$ cat config.mk
export PLATFORM = sky130hd
export DESIGN_NAME = i2c_byte_master
export DESIGN_NICKNAME = d
export VERILOG_FILES = /design/src/rtl/i2c_bm_pkg.sv /design/src/rtl/i2c_bm_tick.sv /design/src/rtl/i2c_bm_tmo.sv /design/src/rtl/i2c_byte_master.sv
export SDC_FILE = /design/constraint.sdc
export NUM_CORES = 1
export LEC_CHECK = 0
export BUFFER_PORTS_ARGS = -buffer_cell sky130_fd_sc_hd__buf_4
export CORE_UTILIZATION = 59
export DETAILED_ROUTE_END_ITERATION = 7
export GPL_ROUTABILITY_DRIVEN = 0
export GPL_TIMING_DRIVEN = 1
export PLACE_DENSITY = 0.85
export RECOVER_POWER = 25
export SYNTH_ARGS = -nofsm -noshare
export SYNTH_HDL_FRONTEND = slang
export SYNTH_SLANG_ARGS = --single-unit
$ cat constraint.sdc
create_clock -name clk -period 5.45 [get_ports clk]
set_input_delay 0.8175 -clock clk [delete_from_list [all_inputs] [get_ports clk]]
set_output_delay 0.8175 -clock clk [all_outputs]
set_load 0.02 [all_outputs]
$ cat src/rtl/i2c_bm_pkg.sv
package i2c_bm_pkg;
    localparam int CB_EN   = 0;
    localparam int CB_MSEL = 1;
    localparam int CB_RD   = 2;
    localparam int CB_NACK = 3;
    localparam int CB_STON = 4;
    localparam int CB_ST8  = 5;
    localparam int CB_STA  = 6;
    localparam int CB_STP  = 7;

    typedef enum logic [2:0] {
        S_IDLE, S_START, S_WAIT, S_BIT, S_HOLD, S_STOP
    } bm_state_t;

    typedef struct packed {
        bm_state_t  st;
        logic [1:0] ph;
        logic [3:0] bitn;
        logic [7:0] sh;
        logic [7:0] nxt;
        logic [7:0] rx;
        logic       samp;
        logic       pend;
        logic       en;
        logic       msel;
        logic       rd;
        logic       nack;
        logic       str_on;
        logic       str8;
        logic       start;
        logic       stop;
        logic       busy;
        logic       done;
        logic       ackr;
        logic       tmo;
    } bm_regs_t;
endpackage

$ cat src/rtl/i2c_bm_tick.sv
module i2c_bm_tick #(
    parameter int DIV = 4
) (
    input  logic clk,
    input  logic rst_n,
    input  logic run,
    output logic tick
);
    localparam int CW = (DIV > 1) ? $clog2(DIV) : 1;

    logic [CW-1:0] cnt_q, cnt_d;

    assign tick = run && (cnt_q == CW'(DIV - 1));

    always_comb begin
        if (!run || tick) cnt_d = '0;
        else              cnt_d = cnt_q + 1'b1;
    end

    always_ff @(posedge clk or negedge rst_n) begin
        if (!rst_n) cnt_q <= '0;
        else        cnt_q <= cnt_d;
    end
endmodule

$ cat src/rtl/i2c_bm_tmo.sv
module i2c_bm_tmo #(
    parameter int LIM = 64
) (
    input  logic clk,
    input  logic rst_n,
    input  logic run,
    output logic expire
);
    localparam int CW = (LIM > 1) ? $clog2(LIM) : 1;

    logic [CW-1:0] cnt_q, cnt_d;

    assign expire = run && (cnt_q == CW'(LIM - 1));

    always_comb begin
        if (!run || expire) cnt_d = '0;
        else                cnt_d = cnt_q + 1'b1;
    end

    always_ff @(posedge clk or negedge rst_n) begin
        if (!rst_n) cnt_q <= '0;
        else        cnt_q <= cnt_d;
    end


    tmo_step_chk: assert property (@(posedge clk) disable iff (!rst_n)
        (run && !expire) |=> (cnt_q == CW'($past(cnt_q) + 1'b1)));
endmodule

$ cat src/rtl/i2c_byte_master.sv
module i2c_byte_master
    import i2c_bm_pkg::*;
#(
    parameter int CLK_DIV = 4,
    parameter int TMO_CYC = 64
) (
    input  logic        clk,
    input  logic        rst_n,
    input  logic        reg_wr,
    input  logic [15:0] reg_wdata,
    output logic [15:0] reg_rdata,
    input  logic        tx_wr,
    input  logic [7:0]  tx_data,
    output logic [7:0]  rx_data,
    input  logic        tmo_en,
    input  logic        irq_en,
    input  logic        flag_clr,
    output logic        busy,
    output logic        byte_done,
    output logic        ack_rx,
    output logic        tmo_flag,
    output logic        irq,
    input  logic        scl_in,
    input  logic        sda_in,
    output logic        scl_oe,
    output logic        sda_oe
);
    localparam logic [3:0] LAST_BIT = 4'd8;

    bm_regs_t q, d;
    logic     tick, expire, active;

    assign active = q.en && q.msel;

    i2c_bm_tick #(.DIV(CLK_DIV)) u_tick (
        .clk(clk), .rst_n(rst_n), .run(active), .tick(tick)
    );

    i2c_bm_tmo #(.LIM(TMO_CYC)) u_tmo (
        .clk(clk), .rst_n(rst_n),
        .run(tmo_en && active && (q.start || q.stop)), .expire(expire)
    );

    always_comb begin
        d = q;
        if (flag_clr) begin
            d.done = 1'b0;
            d.tmo  = 1'b0;
        end
        if (reg_wr) begin
            if (!q.busy) begin
                d.en   = reg_wdata[CB_EN];
                d.msel = reg_wdata[CB_MSEL];
                d.rd   = reg_wdata[CB_RD];
            end
            d.nack   = reg_wdata[CB_NACK];
            d.str_on = reg_wdata[CB_STON];
            d.str8   = reg_wdata[CB_ST8];
            if (reg_wdata[CB_STA] && reg_wdata[CB_STP]) begin
                d.start = 1'b0;
                d.stop  = 1'b0;
            end else begin
                if (reg_wdata[CB_STA] && !q.stop) d.start = 1'b1;
                if (reg_wdata[CB_STP])            d.stop  = 1'b1;
            end
        end
        if (tx_wr) begin
            d.nxt  = tx_data;
            d.pend = 1'b1;
        end
        if (!(d.en && d.msel)) begin
            d.start = 1'b0;
            d.stop  = 1'b0;
            d.pend  = 1'b0;
            d.st    = S_IDLE;
            d.ph    = 2'd0;
        end else if (expire) begin
            d.start = 1'b0;
            d.stop  = 1'b0;
            d.pend  = 1'b0;
            d.tmo   = 1'b1;
            d.busy  = 1'b0;
            d.st    = S_IDLE;
            d.ph    = 2'd0;
        end else begin
            unique case (q.st)
                S_IDLE: begin
                    d.pend = 1'b0;
                    if (d.start) begin
                        d.st = S_START;
                        d.ph = 2'd0;
                    end else begin
                        d.stop = 1'b0;
                    end
                end
                S_WAIT: begin
                    if (d.start) begin
                        d.st = S_START;
                        d.ph = 2'd0;
                    end else if (d.stop) begin
                        d.st = S_STOP;
                        d.ph = 2'd0;
                    end else if (tx_wr) begin
                        d.st   = S_BIT;
                        d.ph   = 2'd0;
                        d.bitn = 4'd0;
                        d.sh   = tx_data;
                        d.pend = 1'b0;
                    end
                end
                S_START: if (tick) begin
                    unique case (q.ph)
                        2'd0: d.ph = 2'd1;
                        2'd1: if (scl_in && sda_in) d.ph = 2'd2;
                        2'd2: d.ph = 2'd3;
                        default: begin
                            d.st    = S_WAIT;
                            d.ph    = 2'd0;
                            d.start = 1'b0;
                            d.busy  = 1'b1;
                            d.pend  = 1'b0;
                        end
                    endcase
                end
                S_STOP: if (tick) begin
                    unique case (q.ph)
                        2'd0: d.ph = 2'd1;
                        2'd1: if (scl_in) d.ph = 2'd2;
                        2'd2: d.ph = 2'd3;
                        default: begin
                            d.st   = S_IDLE;
                            d.ph   = 2'd0;
                            d.stop = 1'b0;
                            d.busy = 1'b0;
                        end
                    endcase
                end
                S_HOLD: begin
                    if (reg_wr || tx_wr) begin
                        d.st = S_BIT;
                        d.ph = 2'd0;
                    end
                end
                S_BIT: if (tick) begin
                    unique case (q.ph)
                        2'd0: d.ph = 2'd1;
                        2'd1: d.ph = 2'd2;
                        2'd2: begin
                            d.ph   = 2'd3;
                            d.samp = sda_in;
                        end
                        default: begin
                            d.ph = 2'd0;
                            if (q.bitn == LAST_BIT) begin
                                d.done = 1'b1;
                                d.rx   = q.sh;
                                if (!q.rd) d.ackr = q.samp;
                                if (d.pend && !(q.str_on && !q.str8)) begin
                                    d.bitn = 4'd0;
                                    d.sh   = d.nxt;
                                    d.pend = 1'b0;
                                end else begin
                                    d.st   = S_WAIT;
                                    d.pend = 1'b0;
                                end
                            end else begin
                                d.sh   = {q.sh[6:0], q.samp};
                                d.bitn = q.bitn + 1'b1;
                                if (q.bitn == 4'd7 && q.str_on && q.str8) d.st = S_HOLD;
                            end
                        end
                    endcase
                end
                default: d.st = S_IDLE;
            endcase
        end
    end

    always_ff @(posedge clk or negedge rst_n) begin
        if (!rst_n) begin
            q      <= '0;
            q.msel <= 1'b1;
        end else begin
            q <= d;
        end
    end

    always_comb begin
        scl_oe = 1'b0;
        sda_oe = 1'b0;
        unique case (q.st)
            S_WAIT, S_HOLD: scl_oe = 1'b1;
            S_START: begin
                scl_oe = (q.ph == 2'd3) || (q.ph == 2'd0 && q.busy);
                sda_oe = (q.ph == 2'd2) || (q.ph == 2'd3);
            end
            S_STOP: begin
                scl_oe = (q.ph == 2'd0);
                sda_oe = (q.ph == 2'd0) || (q.ph == 2'd1);
            end
            S_BIT: begin
                scl_oe = (q.ph == 2'd0) || (q.ph == 2'd3);
                if (q.bitn == LAST_BIT) sda_oe = q.rd && !q.nack;
                else                    sda_oe = !q.rd && !q.sh[7];
            end
            default: ;
        endcase
    end

    assign reg_rdata = {8'h00, q.stop, q.start, q.str8, q.str_on,
                        q.nack, q.rd, q.msel, q.en};
    assign rx_data   = q.rx;
    assign busy      = q.busy;
    assign byte_done = q.done;
    assign ack_rx    = q.ackr;
    assign tmo_flag  = q.tmo;
    assign irq       = irq_en && (q.done || q.tmo);


    sda_steady_chk: assert property (@(posedge clk) disable iff (!rst_n)
        (q.st == S_BIT && $past(q.st == S_BIT) && !scl_oe && $past(!scl_oe))
        |-> $stable(sda_oe));


    busy_rise_chk: assert property (@(posedge clk) disable iff (!rst_n)
        $rose(q.busy) |-> $past(q.st == S_START));


    start_block_chk: assert property (@(posedge clk) disable iff (!rst_n)
        (reg_wr && reg_wdata[CB_STA] && q.stop && !q.start) |=> !q.start);


    cfg_lock_chk: assert property (@(posedge clk) disable iff (!rst_n)
        q.busy |=> ($stable(q.en) && $stable(q.msel) && $stable(q.rd)));


    tmo_drop_chk: assert property (@(posedge clk) disable iff (!rst_n)
        expire |=> (!q.start && !q.stop && !q.busy));


    hold_keep_chk: assert property (@(posedge clk) disable iff (!rst_n)
        (q.st == S_HOLD && !reg_wr && !tx_wr && active) |=> (q.st == S_HOLD && scl_oe));
endmodule

==> summary.txt <==
Run status
  • Status: finished, violations left
  • Failing checks: max-capacitance violations, max-slew violations

Power and ir drop
  • Pleak: 0.00157 uW
  • Power per cell area: 249 nW/um2
  • Maximum vdd drop: 0.177 mV

Drt
  • Initial drt markers: 200
  • Routed Antenna Nets: 0
  • Via count: around 2.3k
  • DR vias/cell: around 5.7
  • WL/cell: roughly 15 um
  • Final WL: 6.11 mm
  • Drc violations: 0
  • TritonRoute pass-1 iters: 4

Synth
  • Post-Syn Area: approximately 3100 um2
  • Yosys reg bits: 55
  • Post-synthesis sequential area ratio: 44.5%
  • Post-synth top flop: dfrtp_1
  • Yosys top cell by area: dfrtp_1
  • Most common cell in the netlist: dfrtp_1
  • Cell variety after synth: 54
  • Most frequent cells after synthesis: 54 x dfrtp_1, 32 x mux2_2, 26 x nand2_1
  • Synth area leaders: dfrtp_1 44%, mux2_2 12%, buf_4 5.8%
  • Asr flop ratio synth: 100%
  • Number of enable flip-flop cells after synthesis: 0
  • Mapped Cells: a little over 300
  • Post-synth top area share: 43.6%
  • Ys Warns: 0
  • Syn Area/Cell: 10.3 um2

STA
  • Final Hold Fails: 0
  • Clk_skew: 0.0128 ns
  • Period minus WS final: 3.18 ns
  • Count of pins over their slew limit: 56
  • Worst-Margin Slew: approximately 2.8 ns
  • RSZ-0062 raised after global routing: no
  • Final Cycle Share: 58.3%
  • Worst relative slew slack: -89.5%
  • Final setup violation count: 0
  • Setup TNS: 0 ns
  • Fmax: 315 MHz

Cells and area
  • Fillers: 407
  • Post-Layout Cell Count: 400
  • Nets: 370
  • Area Overhead vs Synth: 10.8%
  • Share of post-route cells with drive strength above 1: 27.6%
  • ANT cells: 0

Die
  • Die footprint: about 5500 um2
  • Core area: 5070 um2
  • Die X: 74.4 um
  • Die height: 74.4 um
  • Row Count: 26
  • # IOs: 64
  • Initial cell density of the core: 61.0%

Global routing
  • Largest net degree at the start of global routing: 56
  • First-pass GRT wire length: 9.82 mm
  • GRT Total Usage: 23.5%
  • Initial antenna violation count: 0
  • Gr ovfl total: 0
  • Vias in the first global route: 2135

Clock network
  • Worst-Skew Late Latency: 0.32 ns
  • # hold bufs at CTS: 0
  • Post-CTS Resized: 0
  • CTS Buf Count: 5
  • Clock sinks: 55
  • CTS tree: built
  • Max clock buf depth: 2
  • Postcts setup bufs: 0
  • CTS HTree Levels: 2
  • Root Buffer: clkbuf_8
  • Clock transition at path regs: 0.10 ns

Setup path
  • CP Buf/Inv Count: 1
  • Slowest CP cell: nor4_4
  • Worst R2R End: ack_rx
  • Slowest stage delay, CP: 0.70 ns
  • Critical path startpoint category: input port
  • Worst path required time: approximately 5.7 ns
  • Crit path max fanout: 11
  • R2R Path Start: q[44]
  • Crit path capture type: flip-flop
  • Reg2Reg Depth: 5
  • Crit Path Class: input port to flip-flop
  • Cell family with most CP delay: simple AND/OR/NAND/NOR gates
  • Register-to-register setup slack: 2.67 ns
  • CP cell instances: clkbuf_1 > nor2b_1 > mux2i_4 > nand2_2 > nor4_4 > mux2_2
  • CP Data Arrival Time: 3.39 ns

Placement
  • # port buffers: 47
  • Hpwl dp: 4.41 mm
  • Placed insts: 392

Worst hold path
  • Hold Path Class: flip-flop to flip-flop
  • Hold path endpoint: u_tick.cnt_q[0]
  • Depth of the worst hold-timing path: 1
  • Worst hold start: u_tick.cnt_q[0]

Flow run
  • Maximum capacitance violations: 1
==> layer usage <==
metal	part of all wire, %	up-vias	global-route usage, %
met4	1.3	0	8.60
li1	-	1091	-
met5	0	-	0
met1	44	1094	32.1
met2	49	78	37.6
met3	5.3	7	4.07
==> registers in the layout, indices dropped and copies added, names as in the netlist <==
signal	flops
ack_rx	1
busy	1
byte_done	1
q	27
reg_rdata	8
rx_data	8
tmo_flag	1
u_tick.cnt_q	2
u_tmo.cnt_q	6
==> placed cells by master, fill, tap and decap left out, drive strengths merged, types with 3 or more instances in the layout <==
cell / Yosys / layout
dfrtp: 54 / 54
buf: 29 / 45
mux2: 32 / 32
nand2: 27 / 27
o21ai: 20 / 20
nor2: 19 / 19
mux2i: 14 / 14
inv: 12 / 13
nor3: 12 / 12
nand3: 10 / 10
ha: 8 / 8
conb: 1 / 8
clkbuf: 5 / 8
or3: 5 / 5
a21oi: 4 / 4
o41ai: 4 / 4
nand2b: 3 / 3
nor3b: 3 / 3
xnor2: 3 / 3
==> power by group <==
part           switching [uW]  total [uW]  leakage [uW]  internal [uW]
logic                    79.8         144      0.000799           64.2
registers                25.7         461      0.000720            436
clock network             143         250     0.0000533            107
==> how the worst max path moves through the flow <==
| stage | endpoint | cells past startpoint | start | slack (ns) |
|---|---|---|---|---|
| 3_3_place_gp | q[33] | 6 | reg_wr | 2.21 |
| 2_1_floorplan | q[30] | 7 | reg_wr | 2.87 |
| 6_report | q[33] | 6 | reg_wr | 2.27 |
| 4_1_cts | sda_oe | 7 | q[38] | 2.32 |
| 5_1_grt | q[42] | 1 | rst_n | 1.75 |
| 3_5_place_dp | q[33] | 6 | reg_wr | 2.16 |
==> logic make-up (layout without fill, tap and decap cells) <==
family / Yosys count / in the layout / share of synthesized area (%)
muxes: 46 / 46 / 16.6
other: 1 / 8 / 0.121
AOI/OAI and AO/OA: 48 / 48 / 10.1
adders and majority gates: 8 / 8 / 3.23
and+or+nand+nor: 94 / 94 / 15.6
buffers and inverters: 46 / 67 / 8.81
xor gates and xnor gates: 4 / 4 / 1.13
DFF: 55 / 55 / 44.5
==> final cells by class <==
type | instances | area [um2] | area share, %
tap | 70 | 87.6 | 2.55
sequential | 55 | 1380 | 40.2
clock inverter | 2 | 20.0 | 0.584
clock buffer | 6 | 82.6 | 2.41
inverter | 12 | 45.0 | 1.31
timing repair buffer | 47 | 345 | 10.1
multi-input combinational | 208 | 1470 | 42.9
==> metrics by stage <==
step / hold WS [ns] / setup WS [ns] / power [uW] / instance area, um2 / utilization, %
after CTS: 0.454 / 2.32 / 858 / 3440 / 67.8
after global routing: 0.462 / 1.75 / 891 / 3430 / 67.6
after detailed placement: 0.440 / 2.16 / 613 / 3340 / 65.7
after global placement: 0.424 / 2.21 / 606 / 3340 / 65.7
after floorplan: 0.415 / 2.87 / 571 / 3120 / -
final: 0.459 / 2.27 / 856 / 3430 / 67.6
==> worst reg2reg max path, cell delays in order, from the launching register on <==
cell,delay [ns]
dfrtp_1,0.61
nand3b_1,0.69
nor3_1,0.38
nand3_1,0.43
nor2_1,0.24
mux2_2,0.35
(Power assumes the default switching activity.)
